## config.mk

```make
export PLATFORM = sky130hd
export DESIGN_NAME = cm_ctrl_regbank
export DESIGN_NICKNAME = d
export VERILOG_FILES = /design/src/rtl/cmreg_pkg.sv /design/src/rtl/cmreg_keyed_osc.sv /design/src/rtl/cmreg_setclr.sv /design/src/rtl/cmreg_refcnt.sv /design/src/rtl/cm_ctrl_regbank.sv
export SDC_FILE = /design/constraint.sdc
export NUM_CORES = 1
export LEC_CHECK = 0
export ABC_AREA = 1
export BUFFER_PORTS_ARGS = -buffer_cell sky130_fd_sc_hd__buf_2
export CORE_ASPECT_RATIO = 1.1
export CORE_UTILIZATION = 67
export CTS_BUF_LIST = sky130_fd_sc_hd__clkbuf_8
export CTS_CLUSTER_DIAMETER = 50
export DETAILED_ROUTE_END_ITERATION = 16
export PLACE_DENSITY = 0.88
export REMOVE_ABC_BUFFERS = 1
export SYNTH_ARGS = -nofsm -noshare
export SYNTH_HDL_FRONTEND = slang
export SYNTH_SLANG_ARGS = --single-unit
```

## constraint.sdc

```tcl
create_clock -name clk -period 3.05 [get_ports clk]
set_input_delay 0.305 -clock clk [delete_from_list [all_inputs] [get_ports clk]]
set_output_delay 0.305 -clock clk [all_outputs]
set_load 0.005 [all_outputs]
```

## src/rtl/cmreg_pkg.sv

```systemverilog
package cmreg_pkg;

  localparam int DW    = 32;
  localparam int IDX_W = 8;
  typedef logic [IDX_W-1:0] idx_t;

  // word indices (byte address >> 2)
  localparam idx_t IDX_ID       = 8'd0;
  localparam idx_t IDX_OSC      = 8'd2;
  localparam idx_t IDX_CTRL     = 8'd3;
  localparam idx_t IDX_STAT     = 8'd4;
  localparam idx_t IDX_LOCK     = 8'd5;
  localparam idx_t IDX_AUX      = 8'd7;
  localparam idx_t IDX_SDRAM    = 8'd8;
  localparam idx_t IDX_INIT     = 8'd9;
  localparam idx_t IDX_REFCNT   = 8'd10;
  localparam idx_t IDX_FLAGS    = 8'd12;
  localparam idx_t IDX_NVFLAGS  = 8'd14;
  localparam idx_t IDX_IRQ_STAT = 8'd16;
  localparam idx_t IDX_IRQ_RAW  = 8'd17;
  localparam idx_t IDX_IRQ_EN   = 8'd18;
  localparam idx_t IDX_SOFT_SET = 8'd20;
  localparam idx_t IDX_SOFT_CLR = 8'd21;
  localparam idx_t IDX_FIQ_STAT = 8'd24;
  localparam idx_t IDX_FIQ_RAW  = 8'd25;
  localparam idx_t IDX_FIQ_EN   = 8'd26;

  // set/clear register array: set index, clear index is set index + 1
  localparam int NUM_SC  = 4;
  localparam int SC_FLAGS = 0;
  localparam int SC_NV    = 1;
  localparam int SC_IRQ   = 2;
  localparam int SC_FIQ   = 3;
  localparam idx_t SC_SET_IDX [NUM_SC] = '{IDX_FLAGS, IDX_NVFLAGS, IDX_IRQ_EN, IDX_FIQ_EN};

  // constants and reset values
  localparam logic [DW-1:0] ID_WORD    = 32'h411A_3001;
  localparam logic [DW-1:0] STAT_WORD  = 32'h0010_0000;
  localparam logic [DW-1:0] RST_OSC    = 32'h0100_0048;
  localparam logic [DW-1:0] RST_AUX    = 32'h0007_FEFF;
  localparam logic [DW-1:0] RST_SDRAM  = 32'h0001_1122;
  localparam logic [DW-1:0] RST_INIT   = 32'h0000_0112;
  localparam logic [15:0]   UNLOCK_KEY = 16'hA05F;

  localparam int CTRL_LED_BIT   = 0;
  localparam int CTRL_REMAP_BIT = 2;
  localparam int CTRL_RESET_BIT = 3;

  // presence table window
  localparam logic [87:0] SPD_ID_TEXT  = "CORE-MODULE";
  localparam int          SPD_ID_FIRST = 73;
  localparam int          SPD_ID_LEN   = 11;

  function automatic logic [DW-1:0] lock_readback(input logic [15:0] key);
    return {15'b0, (key == UNLOCK_KEY), key};
  endfunction

  function automatic logic [DW-1:0] setclr_next(input logic [DW-1:0] cur,
                                                input logic set_en,
                                                input logic clr_en,
                                                input logic [DW-1:0] d);
    logic [DW-1:0] s;
    logic [DW-1:0] c;
    s = set_en ? d : '0;
    c = clr_en ? d : '0;
    return (cur | s) & ~c;
  endfunction

  function automatic logic [7:0] spd_entry(input logic [6:0] idx);
    int k;
    k = int'(idx) - SPD_ID_FIRST;
    if (idx == 7'd64) return 8'h80;
    if (idx == 7'd65) return 8'h08;
    if (k >= 0 && k < SPD_ID_LEN) return SPD_ID_TEXT[8*(SPD_ID_LEN-1-k) +: 8];
    return 8'h00;
  endfunction

endpackage

```

## src/rtl/cmreg_keyed_osc.sv

```systemverilog
module cmreg_keyed_osc
  import cmreg_pkg::*;
(
  input  logic          clk,
  input  logic          rst_n,
  input  logic          wr_lock,
  input  logic          wr_osc,
  input  logic          wr_aux,
  input  logic [DW-1:0] wdata,
  output logic [15:0]   lock_q,
  output logic          unlocked,
  output logic [DW-1:0] osc_q,
  output logic [DW-1:0] aux_q
);

  assign unlocked = (lock_q == UNLOCK_KEY);

  always_ff @(posedge clk) begin
    if (!rst_n) begin
      lock_q <= '0;
      osc_q  <= RST_OSC;
      aux_q  <= RST_AUX;
    end else begin
      if (wr_lock) lock_q <= wdata[15:0];
      if (wr_osc && unlocked) osc_q <= wdata;
      if (wr_aux && unlocked) aux_q <= wdata;
    end
  end

  // a locked bank keeps both oscillator words
  a_r4_locked_hold: assert property (@(posedge clk) disable iff (!rst_n)
    !unlocked |=> ($stable(osc_q) && $stable(aux_q)));

  // key register takes the low half-word
  a_r3_key_store: assert property (@(posedge clk) disable iff (!rst_n)
    wr_lock |=> (lock_q == $past(wdata[15:0])));

endmodule

```

## src/rtl/cmreg_setclr.sv

```systemverilog
module cmreg_setclr
  import cmreg_pkg::*;
(
  input  logic          clk,
  input  logic          rst_n,
  input  logic          set_en,
  input  logic          clr_en,
  input  logic [DW-1:0] wdata,
  output logic [DW-1:0] q
);

  always_ff @(posedge clk) begin
    if (!rst_n) q <= '0;
    else        q <= setclr_next(q, set_en, clr_en, wdata);
  end

  // untouched without a strobe
  a_r9_idle_stable: assert property (@(posedge clk) disable iff (!rst_n)
    !(set_en || clr_en) |=> $stable(q));

  // a set write leaves every written one present
  a_r10_set_bits: assert property (@(posedge clk) disable iff (!rst_n)
    (set_en && !clr_en) |=> ((q & $past(wdata)) == $past(wdata)));

endmodule

```

## src/rtl/cmreg_refcnt.sv

```systemverilog
module cmreg_refcnt #(
  parameter int W = 32
) (
  input  logic         clk,
  input  logic         rst_n,
  input  logic         tick,
  output logic [W-1:0] cnt_q
);

  always_ff @(posedge clk) begin
    if (!rst_n)    cnt_q <= '0;
    else if (tick) cnt_q <= cnt_q + W'(1);
  end

  // one step per strobe, none otherwise
  a_r12_step: assert property (@(posedge clk) disable iff (!rst_n)
    tick |=> (cnt_q == $past(cnt_q) + W'(1)));
  a_r12_hold: assert property (@(posedge clk) disable iff (!rst_n)
    !tick |=> $stable(cnt_q));

endmodule

```

## src/rtl/cm_ctrl_regbank.sv

```systemverilog
module cm_ctrl_regbank
  import cmreg_pkg::*;
#(
  parameter int ADDR_W = 10
) (
  input  logic              clk,
  input  logic              rst_n,
  input  logic              bus_sel,
  input  logic              bus_we,
  input  logic [ADDR_W-1:0] bus_addr,
  input  logic [DW-1:0]     bus_wdata,
  output logic [DW-1:0]     bus_rdata,
  input  logic              tick_ref,
  output logic              remap_o,
  output logic              rst_req_o
);

  // ---------------- decode ----------------
  idx_t idx;
  logic upper_zero;
  logic spd_hit;
  logic spd_lo;
  logic wr_hit;
  logic unused_lsb;

  assign idx        = bus_addr[9:2];
  assign unused_lsb = ^bus_addr[1:0];

  if (ADDR_W > 10) begin : g_hi
    assign upper_zero = ~|bus_addr[ADDR_W-1:10];
  end else begin : g_nohi
    assign upper_zero = 1'b1;
  end

  assign spd_hit = upper_zero && (bus_addr[9:8] == 2'b01);
  assign spd_lo  = ~bus_addr[7];
  assign wr_hit  = bus_sel && bus_we && upper_zero;

  logic wr_ctrl, wr_lock, wr_osc, wr_aux, wr_sdram, wr_init;
  logic wr_soft_set, wr_soft_clr;
  assign wr_ctrl     = wr_hit && (idx == IDX_CTRL);
  assign wr_lock     = wr_hit && (idx == IDX_LOCK);
  assign wr_osc      = wr_hit && (idx == IDX_OSC);
  assign wr_aux      = wr_hit && (idx == IDX_AUX);
  assign wr_sdram    = wr_hit && (idx == IDX_SDRAM);
  assign wr_init     = wr_hit && (idx == IDX_INIT);
  assign wr_soft_set = wr_hit && (idx == IDX_SOFT_SET);
  assign wr_soft_clr = wr_hit && (idx == IDX_SOFT_CLR);

  // ---------------- keyed oscillator words ----------------
  logic [15:0]   lock_q;
  logic          unlocked;
  logic [DW-1:0] osc_q;
  logic [DW-1:0] aux_q;

  cmreg_keyed_osc u_osc (
    .clk      (clk),
    .rst_n    (rst_n),
    .wr_lock  (wr_lock),
    .wr_osc   (wr_osc),
    .wr_aux   (wr_aux),
    .wdata    (bus_wdata),
    .lock_q   (lock_q),
    .unlocked (unlocked),
    .osc_q    (osc_q),
    .aux_q    (aux_q)
  );

  // ---------------- set/clear words ----------------
  logic [DW-1:0] sc_q [NUM_SC];

  for (genvar g = 0; g < NUM_SC; g++) begin : g_sc
    cmreg_setclr u_sc (
      .clk    (clk),
      .rst_n  (rst_n),
      .set_en (wr_hit && (idx == SC_SET_IDX[g])),
      .clr_en (wr_hit && (idx == SC_SET_IDX[g] + 8'd1)),
      .wdata  (bus_wdata),
      .q      (sc_q[g])
    );
  end

  // ---------------- reference counter ----------------
  logic [DW-1:0] refcnt_q;

  cmreg_refcnt #(.W(DW)) u_cnt (
    .clk   (clk),
    .rst_n (rst_n),
    .tick  (tick_ref),
    .cnt_q (refcnt_q)
  );

  // ---------------- plain registers ----------------
  logic [DW-1:0] sdram_q;
  logic [DW-1:0] init_q;
  logic          led_q;
  logic          remap_q;
  logic          rst_req_q;
  logic          soft_q;

  always_ff @(posedge clk) begin
    if (!rst_n) begin
      sdram_q   <= RST_SDRAM;
      init_q    <= RST_INIT;
      led_q     <= 1'b0;
      remap_q   <= 1'b0;
      rst_req_q <= 1'b0;
      soft_q    <= 1'b0;
    end else begin
      if (wr_sdram) sdram_q <= bus_wdata;
      if (wr_init)  init_q  <= bus_wdata;
      if (wr_ctrl) begin
        led_q   <= bus_wdata[CTRL_LED_BIT];
        remap_q <= bus_wdata[CTRL_REMAP_BIT];
      end
      rst_req_q <= wr_ctrl && bus_wdata[CTRL_RESET_BIT];
      if (wr_soft_set && bus_wdata[0])      soft_q <= 1'b1;
      else if (wr_soft_clr && bus_wdata[0]) soft_q <= 1'b0;
    end
  end

  assign remap_o   = remap_q;
  assign rst_req_o = rst_req_q;

  // ---------------- interrupt status ----------------
  logic irq_stat_w;
  logic fiq_stat_w;
  assign irq_stat_w = soft_q & sc_q[SC_IRQ][0];
  assign fiq_stat_w = soft_q & sc_q[SC_FIQ][0];

  // ---------------- read mux ----------------
  logic [DW-1:0] rd;

  always_comb begin
    rd = '0;
    if (spd_hit) begin
      if (spd_lo) rd = {24'b0, spd_entry(bus_addr[8:2])};
    end else if (upper_zero) begin
      case (idx)
        IDX_ID:       rd = ID_WORD;
        IDX_STAT:     rd = STAT_WORD;
        IDX_OSC:      rd = osc_q;
        IDX_CTRL:     rd = {29'b0, remap_q, 1'b0, led_q};
        IDX_LOCK:     rd = lock_readback(lock_q);
        IDX_AUX:      rd = aux_q;
        IDX_SDRAM:    rd = sdram_q;
        IDX_INIT:     rd = init_q;
        IDX_REFCNT:   rd = refcnt_q;
        IDX_FLAGS:    rd = sc_q[SC_FLAGS];
        IDX_NVFLAGS:  rd = sc_q[SC_NV];
        IDX_IRQ_STAT: rd = {31'b0, irq_stat_w};
        IDX_IRQ_RAW:  rd = {31'b0, soft_q};
        IDX_IRQ_EN:   rd = sc_q[SC_IRQ];
        IDX_SOFT_SET: rd = {31'b0, soft_q};
        IDX_FIQ_STAT: rd = {31'b0, fiq_stat_w};
        IDX_FIQ_RAW:  rd = {31'b0, soft_q};
        IDX_FIQ_EN:   rd = sc_q[SC_FIQ];
        default:      rd = '0;
      endcase
    end
  end

  assign bus_rdata = rd;

  // ---------------- assertions ----------------
  // a pulse is always caused by a control write with the reset bit
  a_r7_pulse_cause: assert property (@(posedge clk) disable iff (!rst_n)
    rst_req_o |-> $past(wr_ctrl && bus_wdata[CTRL_RESET_BIT]));

  // remap output follows the written bit one cycle later
  a_r8_remap_follow: assert property (@(posedge clk) disable iff (!rst_n)
    wr_ctrl |=> (remap_o == $past(bus_wdata[CTRL_REMAP_BIT])));

  // software set raises the level
  a_r11_soft_set: assert property (@(posedge clk) disable iff (!rst_n)
    (wr_soft_set && bus_wdata[0]) |=> (bus_rdata[0] == bus_rdata[0]) && soft_q);

  // oscillator words never move while the key is wrong
  a_r4_key_gate: assert property (@(posedge clk) disable iff (!rst_n)
    (wr_osc && !unlocked) |=> $stable(osc_q));

endmodule

```

==> Word-level counts from Yosys, hierarchy flattened <==
Index checks and enable logic that the tools add are counted.
{ "totals": {"out_inout_bits": 34, "regBits": 308} }
{ "classes": {"n_reduce_logical": 26, "addsub": 3, "order_cmp": 2, "n_shift": 1, "n_eq_ne": 26, "mux": 31, "bitwise": 14} }
{ "op_table": {"columns": ["cell", "count"], "rows": [
  ["32-bit case mux with 16 select lines", 1],
  ["32-bit 2-to-1 mux", 9],
  ["32-bit bitwise AND", 4],
  ["32-bit inverter", 4],
  ["32-bit bitwise OR", 4],
  ["88-bit by 12-bit variable part select with 8-bit output (first input constant)", 1],
  ["8-bit by 5-bit == test with 1-bit output (second input constant)", 10],
  ["8-bit by 4-bit == test with 1-bit output (second input constant)", 7],
  ["8-bit 2-to-1 mux", 7],
  ["32-bit by 1-bit adder with 32-bit output (second input constant)", 1],
  ["8-bit by 3-bit == test with 1-bit output (second input constant)", 3],
  ["1-bit logical AND", 23],
  ["16-bit == test (second input constant)", 1],
  ["8-bit by 2-bit == test with 1-bit output (second input constant)", 2],
  ["7-bit == test (second input constant)", 2],
  ["1-bit 2-to-1 mux", 14],
  ["5-bit by 8-bit subtractor with 9-bit output (first input constant)", 1],
  ["8-bit by 1-bit greater-or-equal comparator with 1-bit output (second input constant)", 1],
  ["8-bit zero test", 1],
  ["8-bit by 5-bit < comparator with 1-bit output (second input constant)", 1],
  ["7-bit by 7-bit subtractor with 8-bit output (second input constant)", 1],
  ["3-bit OR reduction", 1],
  ["1-bit bitwise AND", 2],
  ["2-bit by 1-bit == test with 1-bit output (second input constant)", 1],
  ["2-bit nonzero test", 1]
]} }

==> Logic depth before layout (Yosys ltp) <==
Gate-level depths: netlist of the first run.
{ "depth": {"word_depth": 16, "depth_mapped": 15} }

==> Cells and area by module <==
From an unflattened synthesis of the first run, not the netlist that was laid out.
{ "hier_totals": {"hier_cells": 2252, "hier_area_um2": 15620.0} }
{ "modules_own_cells": {"columns": ["module", "cells_each", "area_each_um2", "n_inst"], "rows": [
  ["cm_ctrl_regbank", 793, 5238.8, 1],
  ["cmreg_setclr", 169, 1239.9, 4],
  ["cmreg_keyed_osc", 523, 3671.0, 1],
  ["cmreg_refcnt", 260, 1750.4, 1]
]} }

==> Worst setup path before layout of the first run <==
OpenSTA, ideal clock, no wires.
{ "synth_path": {"path_type": "input-to-output", "startpoint": "input bus_addr[2]", "endpoint": "output bus_rdata[6]", "t_arrival_ps": 1636, "n_path_buf": 0, "t_required_ps": 2745, "setup_slack_ps": 1109, "path_stages": 10, "cell_sequence": "inv_1 > ha_1 > inv_1 > nor3_1 > nand3_1 > nor3b_1 > nand4_1 > a21oi_1 > nand2_1 > nand2_1"} }
{ "synth_between": {"elab_chain_len": 13} }
{ "synth_rtl": {"columns": ["item", "line_no", "rtl"], "rows": [
  ["start: declaration", "cm_ctrl_regbank.sv:10", "input logic [ADDR_W-1:0] bus_addr,"],
  ["parallel branches: the longest is 12 deep, another holds 5-bit by 8-bit subtractor with 9-bit output", null, null],
  ["32-bit 2-to-1 mux *", "cm_ctrl_regbank.sv:136", "if (spd_hit) begin"],
  ["end: declaration", "cm_ctrl_regbank.sv:12", "output logic [DW-1:0] bus_rdata,"]
]} }
Every way passes the cells marked *. The select of a mux whose other input is x is not followed.

==> Final worst setup path of the first run <==
{ "layout_path": {"startpoint": "register u_osc.lock_q[12]", "endpoint": "output bus_rdata[16]"} }
{ "layout_between": {"elab_chain_len": 3} }
{ "layout_rtl": {"columns": ["item", "line_no", "rtl"], "rows": [
  ["start: declaration", "cmreg_keyed_osc.sv:10", "output logic [15:0] lock_q,"],
  ["start signal: assignment", "cmreg_keyed_osc.sv:24", "if (wr_lock) lock_q <= wdata[15:0];"],
  ["16-bit == test", "cmreg_pkg.sv:55", "return {15'b0, (key == UNLOCK_KEY), key};"],
  ["32-bit case mux with 16 select lines", "cm_ctrl_regbank.sv:139", "case (idx)"],
  ["32-bit 2-to-1 mux", "cm_ctrl_regbank.sv:136", null]
]} }
No other way between the ends.

==> Flow_metrics.wiki, run 1 <==
{| class="wikitable"
! Metric !! Value
|-
| Setup violations, final || 0
|-
| Unrepaired setup endpoints after global routing || false
|-
| Cell-by-cell trace of the critical path || nor4_1 -> nand2_1 -> nor3_4 -> buf_4 -> a21oi_1 -> nand3_1 -> buf_2
|-
| Last weighted congestion value of the routability-driven placer || 0.9690
|-
| Fraction of synthesized area in multiplexers || 0
|-
| Relative contribution of sequential cells to total power || 0.516
|-
| Average wire per cell in the routed design || 20.12 µm
|-
| Category of the critical setup timing path || flip-flop to output port
|-
| Final antenna diode count || 0
|-
| Cells resized by post-CTS repair || 0
|-
| Leading post-synthesis cells by cell area || dfxtp_1 44%, a21oi_1 7.7%, nand2_1 7.6%
|-
| Area growth from synthesis to final layout || 10.87%
|-
| Sink count of the clock tree || 308
|-
| Count of boundary I/O pins || 81
|-
| Final antenna-violating net count || 0
|-
| Detailed router's first-iteration violation count || 2154
|-
| Synth Flop Type || dfxtp_1
|-
| Clk_skew || 0.01269 ns
|-
| Clock root cell || clkbuf_8
|-
| CP bufs+invs || 2
|-
| Max Cap Violations || 0
|-
| Post-CTS Hold Fix Bufs || 0
|-
| Clock tree from TritonCTS || done
|-
| Number of cells on the worst hold path || 3
|-
| Depth of the CTS H-tree || 2
|-
| Slew Limit Headroom || 0.4494
|-
| Post-synthesis register bit count || 308
|-
| Number of vias after detailed routing || 14520
|-
| Xor and xnor area share after synthesis || 0.005580
|-
| Cell variety after synth || 48
|-
| Synth top area share || 0.4365
|-
| Static leakage power || 6.311 nW
|-
| Core ar. || 0.02064 mm²
|-
| Global Route Usage Sum || 0.4139
|-
| Antenna violations before repair || 1
|-
| Peak supply drop || 455.3 µV
|-
| Worst-skew pair later-pin latency || 0.57 ns
|-
| Critical Path RT || 2.74 ns
|-
| Maximum fanout encountered on the critical timing path || 23
|-
| Net switching fraction of the power || 0.2411
|-
| Clock-pin transition on the worst setup and hold timing paths || 0.06 ns
|-
| P_int || 5.926 mW
|-
| Compound-gate portion of the synthesized area || 0.2524
|-
| Post-route cell area || 0.01566 mm²
|-
| Post-synth EDFFs || 0
|-
| Switching Power || 1.883 mW
|-
| Number of detailed-routing iterations run before antenna repair || 6
|-
| Arrival time of the worst setup path || 2.65 ns
|-
| Post-detail-place hpwl || 27570 µm
|-
| Mean cell area of the mapped netlist || 7.439 µm²
|-
| CTS max path bufs || 3
|-
| Kind of start point of the critical path || flip-flop
|-
| Largest net degree at the start of global routing || 186
|-
| Gate family responsible for the most delay along the worst path || simple AND/OR/NAND/NOR gates
|-
| Peak per-stage delay on the critical path || 0.47 ns
|-
| Via/cell ratio || 6.478
|-
| Async set-reset flop share out of synthesis || 0
|-
| Overall die height || 154.3 µm
|-
| First-pass GRT wire length || 71040 µm
|-
| Power share of the combinational group || 0.045
|-
| Synth Area in Simple Gates || 0.2162
|-
| DR DRC count || 0
|-
| Die ar. || 0.02167 mm²
|-
| Yosys warning total || 0
|-
| Min cycle time layout || 2.955 ns
|-
| Post-CTS setup buffer count || 0
|-
| Final worst path period share || 0.9689
|-
| Total Nets Final || 2007
|-
| Post-Syn Area || 0.01413 mm²
|-
| Min-Delay Path Class || primary input to flip-flop
|-
| Overall routed net length || 45110 µm
|-
| Die width || 140.5 µm
|-
| Number of placement rows || 55
|-
| Highest clock frequency the design can meet || 0.3384 GHz
|-
| Total cell area at the placement stage || 0.01472 mm²
|-
| Status || finished, final reports clean
|-
| Endpoints failing hold || 0
|-
| Starting density of the core || 0.6843
|-
| CTS buffer count || 48
|-
| Port-buffer cells || 78
|-
| Library cell occupying the most area in the post-synthesis netlist || dfxtp_1
|-
| Clock group share of total power || 0.439
|-
| Measured slew at the worst slew-check pin || 0.8259 ns
|-
| Main combinational cell family by area after synthesis || compound AO/OA/AOI/OAI gates
|-
| Cell Pwr Density || 498.6 mW/mm²
|-
| Arithmetic-cell share of the synthesized area counting full adders, half adders and majority gates || 0.006200
|-
| Fraction of final layout cells sized beyond drive strength 1 || 0.1329
|-
| Overflow left after global routing || 0
|-
| Path depth of the worst reg2reg path || 7
|-
| Synth Instances || 1899
|-
| Critical path depth in cells || 7
|-
| Vias in the first global route || 13850
|-
| Worst path slowest cell || nor4_1
|-
| Sequential area share after synthesis || 0.4365
|-
| Max-slew violation count || 0
|-
| Element type at the critical path end || output port
|-
| Setup Total Neg Slack || 0 ns
|}
[power groups by stage]
stage,combinational [mW],clock [mW],sequential [mW]
5_1_grt,0.380,3.60,4.03
2_1_floorplan,0.169,0,4.12
3_3_place_gp,0.329,0,4.12
6_report,0.351,3.43,4.03
3_5_place_dp,0.336,0,4.12
4_1_cts,0.340,3.42,4.03
[synth_stat cells, types with 11 or more instances]
| library cell | count |
|---|---|
| o21ai_0 | 206 |
| clkinv_1 | 12 |
| buf_2 | 48 |
| nand4_1 | 26 |
| dfxtp_1 | 308 |
| nand3_1 | 89 |
| clkbuf_1 | 53 |
| o211ai_2 | 21 |
| inv_1 | 124 |
| buf_6 | 11 |
| a21oi_1 | 218 |
| nor3_1 | 19 |
| o21ai_1 | 34 |
| nand2_1 | 286 |
| o22ai_1 | 39 |
| a221oi_1 | 45 |
| nor2_1 | 236 |
| a22o_1 | 17 |
[area by class of cell]
| cell class | count | area (µm²) |
|---|---|---|
| multi-input cells | 1324 | 6807 |
| repair buffers | 125 | 870.8 |
| fillers | 1526 | 4982 |
| inverters | 146 | 553.0 |
| clock inverters | 21 | 92.59 |
| flip-flops and latches | 308 | 6166 |
| well taps | 256 | 320.3 |
| clock buffers | 62 | 853.3 |
[sequential cells by signal (all words and copies together) (netlist names)]
name          flops
led_q             1
u_osc.lock_q     16
rst_req_o         1
sdram_q          32
u_osc.aux_q      32
g_sc.u_sc.q     128
remap_o           1
soft_q            1
u_cnt.cnt_q      32
init_q           32
u_osc.osc_q      32
[cells in the final DEF, fill, tap and decap left out, drive strengths merged, types with 16 or more instances in the layout]
cell type and n:
nand3 90, o211ai 31, buf 125, a21oi 218, a22o 17, nand4 26
clkbuf 62, o22ai 39, a221oi 45, o21ai 240, clkinv 16, nand2 297
inv 151, nor3 24, dfxtp 308, nor2 252
[logic make-up after synthesis]
family                   Yosys count
XOR/XNOR                           9
AO/OA/AOI/OAI                    608
flip-flops                       308
buffers and inverters            267
AND/OR/NAND/NOR                  700
adder cells (fa/ha/maj)            7
[through the flow]
step                cells  hold slack [ns]  setup WS, ns  utilization  total power, mW
global route         2242          0.03843       0.03649       0.7587            8.009
CTS                  2242         0.006177        0.2125       0.7587            7.789
global placement     2159           0.4478        0.5782       0.7128            4.449
detailed placement   2159           0.4520        0.5421       0.7128            4.457
floorplan            1778           0.3805        0.1968            -            4.288
finish               2242         0.009125       0.09476       0.7587            7.809
[final timing paths]
check	start	endpoint	slack (ns)
setup / recovery	u_osc.lock_q[12]	bus_rdata[16]	0.09
hold / removal	bus_wdata[3]	g_sc[2].u_sc.q[3]	0.009
setup reg to reg	u_osc.lock_q[12]	u_osc.aux_q[19]	0.60
hold reg to reg	u_osc.osc_q[28]	u_osc.osc_q[28]	0.46
[tightest hold or removal path, cell delays in order]
cell and delay, ns:
buf_2 0.09, a21oi_1 0.06, nor2_1 0.08
[routing by layer]
layer / routed length, µm / track usage / up-vias / share of wire
met4: 2679 / 0.2598 / 0 / 0.059
met2: 20190 / 0.6605 / 978 / 0.45
met1: 16610 / 0.5138 / 6706 / 0.37
li1: - / - / 6599 / -
met3: 5620 / 0.08576 / 241 / 0.12
met5: 0 / 0 / - / 0
No activity file was read; power rests on OpenSTA's default activity.
==> inputs of run 2 (changes only) <==
Settings changed: SYNTH_HIERARCHICAL from default to 1.
==> run 2 against run 1 <==
Effect of this change: total power fell by 3.5%; synthesized cell count rose by 19%; sequential power barely moved; combinational power rose by 18%; largest cell class unchanged; highest routed layer unchanged.
==> Flow_metrics.wiki, run 2 <==
{| class="wikitable"
! Metric !! Value
|-
| Status || finished, final reports clean
|-
| Fin Hold WS || 0.08974 ns (+0.08061 ns)
|-
| Overall die height || 162.1 µm (+5.1%)
|-
| Final antenna-violating net count || 0 (unchanged)
|-
| Largest net degree at the start of global routing || 145 (-22%)
|-
| Number of vias after detailed routing || 16220 (+12%)
|-
| Fraction of final layout cells sized beyond drive strength 1 || 0.1213 (-0.01163)
|-
| Global Route Usage Sum || 0.4050 (-0.008871)
|-
| Overall routed net length || 49080 µm (+8.8%)
|-
| Sink count of the clock tree || 308 (unchanged)
|-
| Worst-skew pair later-pin latency || 0.58 ns (about the same)
|-
| DR DRC count || 0 (unchanged)
|-
| Path depth of the worst reg2reg path || 9 (+2)
|-
| Fraction of met1 tracks used by global routing || 0.4995 (-0.01434)
|-
| End of the worst register-to-register path || u_osc/osc_q[18]
|-
| Endpoints failing hold || 0 (unchanged)
|-
| Yosys warning total || 6 (+6)
|-
| Global routing met3 resource utilization || 0.08736 (+0.001601)
|-
| Met2 GRT Util || 0.6488 (-0.01168)
|-
| Peak per-stage delay on the critical path || 1.00 ns (+0.53 ns)
|-
| Synth Instances || 2251 (+19%)
|-
| Min-Delay Path Class || primary input to flip-flop
|-
| Cell Pwr Density || 447.7 mW/mm² (-10%)
|-
| Core ar. || 0.02286 mm² (+11%)
|-
| Mean cell area of the mapped netlist || 6.936 µm² (-6.8%)
|-
| Via/cell ratio || 6.154 (-5.0%)
|-
| Die ar. || 0.02392 mm² (+10%)
|-
| First-pass GRT wire length || 76840 µm (+8.2%)
|-
| Post-detail-place hpwl || 29490 µm (+7.0%)
|-
| Starting density of the core || 0.6830 (-0.001271)
|-
| Post-route cell area || 0.01684 mm² (+7.5%)
|-
| Peak supply drop || 405.7 µV (-11%)
|-
| Category of the critical setup timing path || primary input to output port
|-
| Area growth from synthesis to final layout || 7.853%
|-
| Leading cell type in the layout, fill and taps excluded || nand2_1
|-
| Number of detailed-routing iterations run before antenna repair || 8 (+2)
|-
| Average wire per cell in the routed design || 18.62 µm (-7.4%)
|-
| Static leakage power || 7.633 nW (+21%)
|-
| Critical path depth in cells || 10 (+3)
|-
| Critical Path RT || 2.74 ns (about the same)
|-
| Element type at the critical path end || output port
|-
| Final worst path period share || 0.9709 (+0.002016)
|-
| Detailed router's first-iteration violation count || 2150 (-0.19%)
|-
| Min cycle time layout || 2.961 ns (+0.006147 ns)
|-
| Max-slew violation count || 0 (unchanged)
|-
| Number of placement rows || 58 (+5.5%)
|-
| Cell-by-cell trace of the critical path || buf_2 -> inv_2 -> ha_1 -> inv_1 -> nor3_4 -> buf_4 -> a22o_1 -> a21oi_1 -> nand4_1 -> buf_2
|-
| Antenna violations before repair || 1 (unchanged)
|-
| Max Cap Violations || 0 (unchanged)
|-
| Library cell appearing most often on the critical path || buf_2
|-
| Kind of start point of the critical path || primary input
|-
| Total cell area at the placement stage || 0.01603 mm² (+8.9%)
|-
| Maximum fanout encountered on the critical timing path || 20 (-13%)
|-
| Global routing's busiest layer || met2
|-
| Crit path from || bus_addr[2]
|-
| Vias in the first global route || 14980 (+8.1%)
|-
| Last weighted congestion value of the routability-driven placer || 0.9578 (-1.2%)
|-
| Setup violations, final || 0 (unchanged)
|-
| Cells resized by post-CTS repair || 0 (unchanged)
|-
| Total Nets Final || 2359 (+18%)
|-
| Register name with the most flops || g_sc.u_sc/q
|-
| Measured slew at the worst slew-check pin || 1.266 ns (+0.4399 ns)
|-
| CTS max path bufs || 3 (unchanged)
|-
| Die width || 147.6 µm (+5.1%)
|-
| Clock-pin transition on the worst setup and hold timing paths || 0.06 ns (about the same)
|-
| Post-route total power || 7.539 mW (-3.5%)
|-
| Reg-to-reg startpoint || u_osc/lock_q[13]
|-
| Commonest cells after routing, fill and taps aside || 646 x nand2_1, 308 x dfxtp_1, 280 x nor2_1
|-
| Arrival time of the worst setup path || 2.66 ns (about the same)
|-
| CP bufs+invs || 5 (+3)
|-
| Depth of the CTS H-tree || 2 (unchanged)
|-
| Post-CTS Hold Fix Bufs || 0 (unchanged)
|-
| Max FFs per register || 128 (unchanged)
|-
| Highest clock frequency the design can meet || 0.3377 GHz (-0.21%)
|-
| Clock tree from TritonCTS || done
|-
| CTS buffer count || 48 (unchanged)
|-
| Port-buffer cells || 78 (unchanged)
|-
| Slew Limit Headroom || 0.1534 (-0.2960)
|-
| Post-Syn Area || 0.01561 mm² (+11%)
|-
| Flop-to-flop setup slack || 0.90 ns (+0.30 ns)
|-
| Overflow left after global routing || 0 (unchanged)
|-
| Clock root cell || clkbuf_8
|-
| Share of the core filled with cells || 0.7367 (-0.02199)
|-
| Crit path to || bus_rdata[7]
|-
| Clk_skew || 0.01864 ns (+0.005947 ns)
|-
| Setup Total Neg Slack || 0 ns (unchanged)
|-
| Worst path slowest cell || nor3_4
|-
| Gate family responsible for the most delay along the worst path || simple AND/OR/NAND/NOR gates
|-
| Post-CTS setup buffer count || 0 (unchanged)
|-
| Unrepaired setup endpoints after global routing || false
|-
| Count of boundary I/O pins || 81 (unchanged)
|}
==> run 2: per-layer routing <==
metal	vias to the layer above	routed length (µm)	part of all wire
li1	7447	-	-
met1	7367	17900	0.36
met2	1142	22450	0.46
met3	261	5972	0.12
met4	0	2748	0.056
met5	-	0	0
==> run 2: through the flow <==
stage          std cells  setup WS, ns
5_1_grt             2634       0.06814
2_1_floorplan       2124        -1.108
4_1_cts             2633        0.1860
3_5_place_dp        2555        0.2138
6_report            2635       0.08862
3_3_place_gp        2555        0.2886
==> run 2: worst min-delay path, cell delays in order <==
cell	delay, ns
buf_2	0.15
inv_1	0.09
a21oi_1	0.06
==> run 2: how the worst min path moves through the flow <==
| stage | to | slack, ns | cells past startpoint | from |
|---|---|---|---|---|
| final | init_q[30] | 0.09 | 3 | bus_wdata[30] |
| after global routing | init_q[28] | 0.1 | 3 | bus_wdata[28] |
| after CTS | init_q[26] | 0.08 | 3 | bus_wdata[26] |
| after detailed placement | u_osc/aux_q[12] | 0.44 | 2 | u_osc/aux_q[12] |
| after global placement | u_osc/aux_q[3] | 0.44 | 2 | u_osc/aux_q[3] |
| after floorplan | sdram_q[12] | 0.39 | 1 | rst_n |
==> run 2: report_power, final <==
group / internal [mW] / switching (mW) / total [mW] / leakage [nW]
sequential: 4.03 / 0.00621 / 4.03 / 2.48
combinational: 0.102 / 0.310 / 0.413 / 4.66
clock: 1.50 / 1.59 / 3.09 / 0.493
==> run 2: area by class of cell <==
type                            count  area [µm²]
Antenna cell                        2       5.005
Tap cell                          300       375.4
Multi-Input combinational cell   1590        7767
Sequential cell                   308        6166
Inverter                          226       850.8
Timing Repair Buffer              131       869.6
Clock buffer                       50       688.2
Fill cell                        1781        6020
Clock inverter                     28       117.6
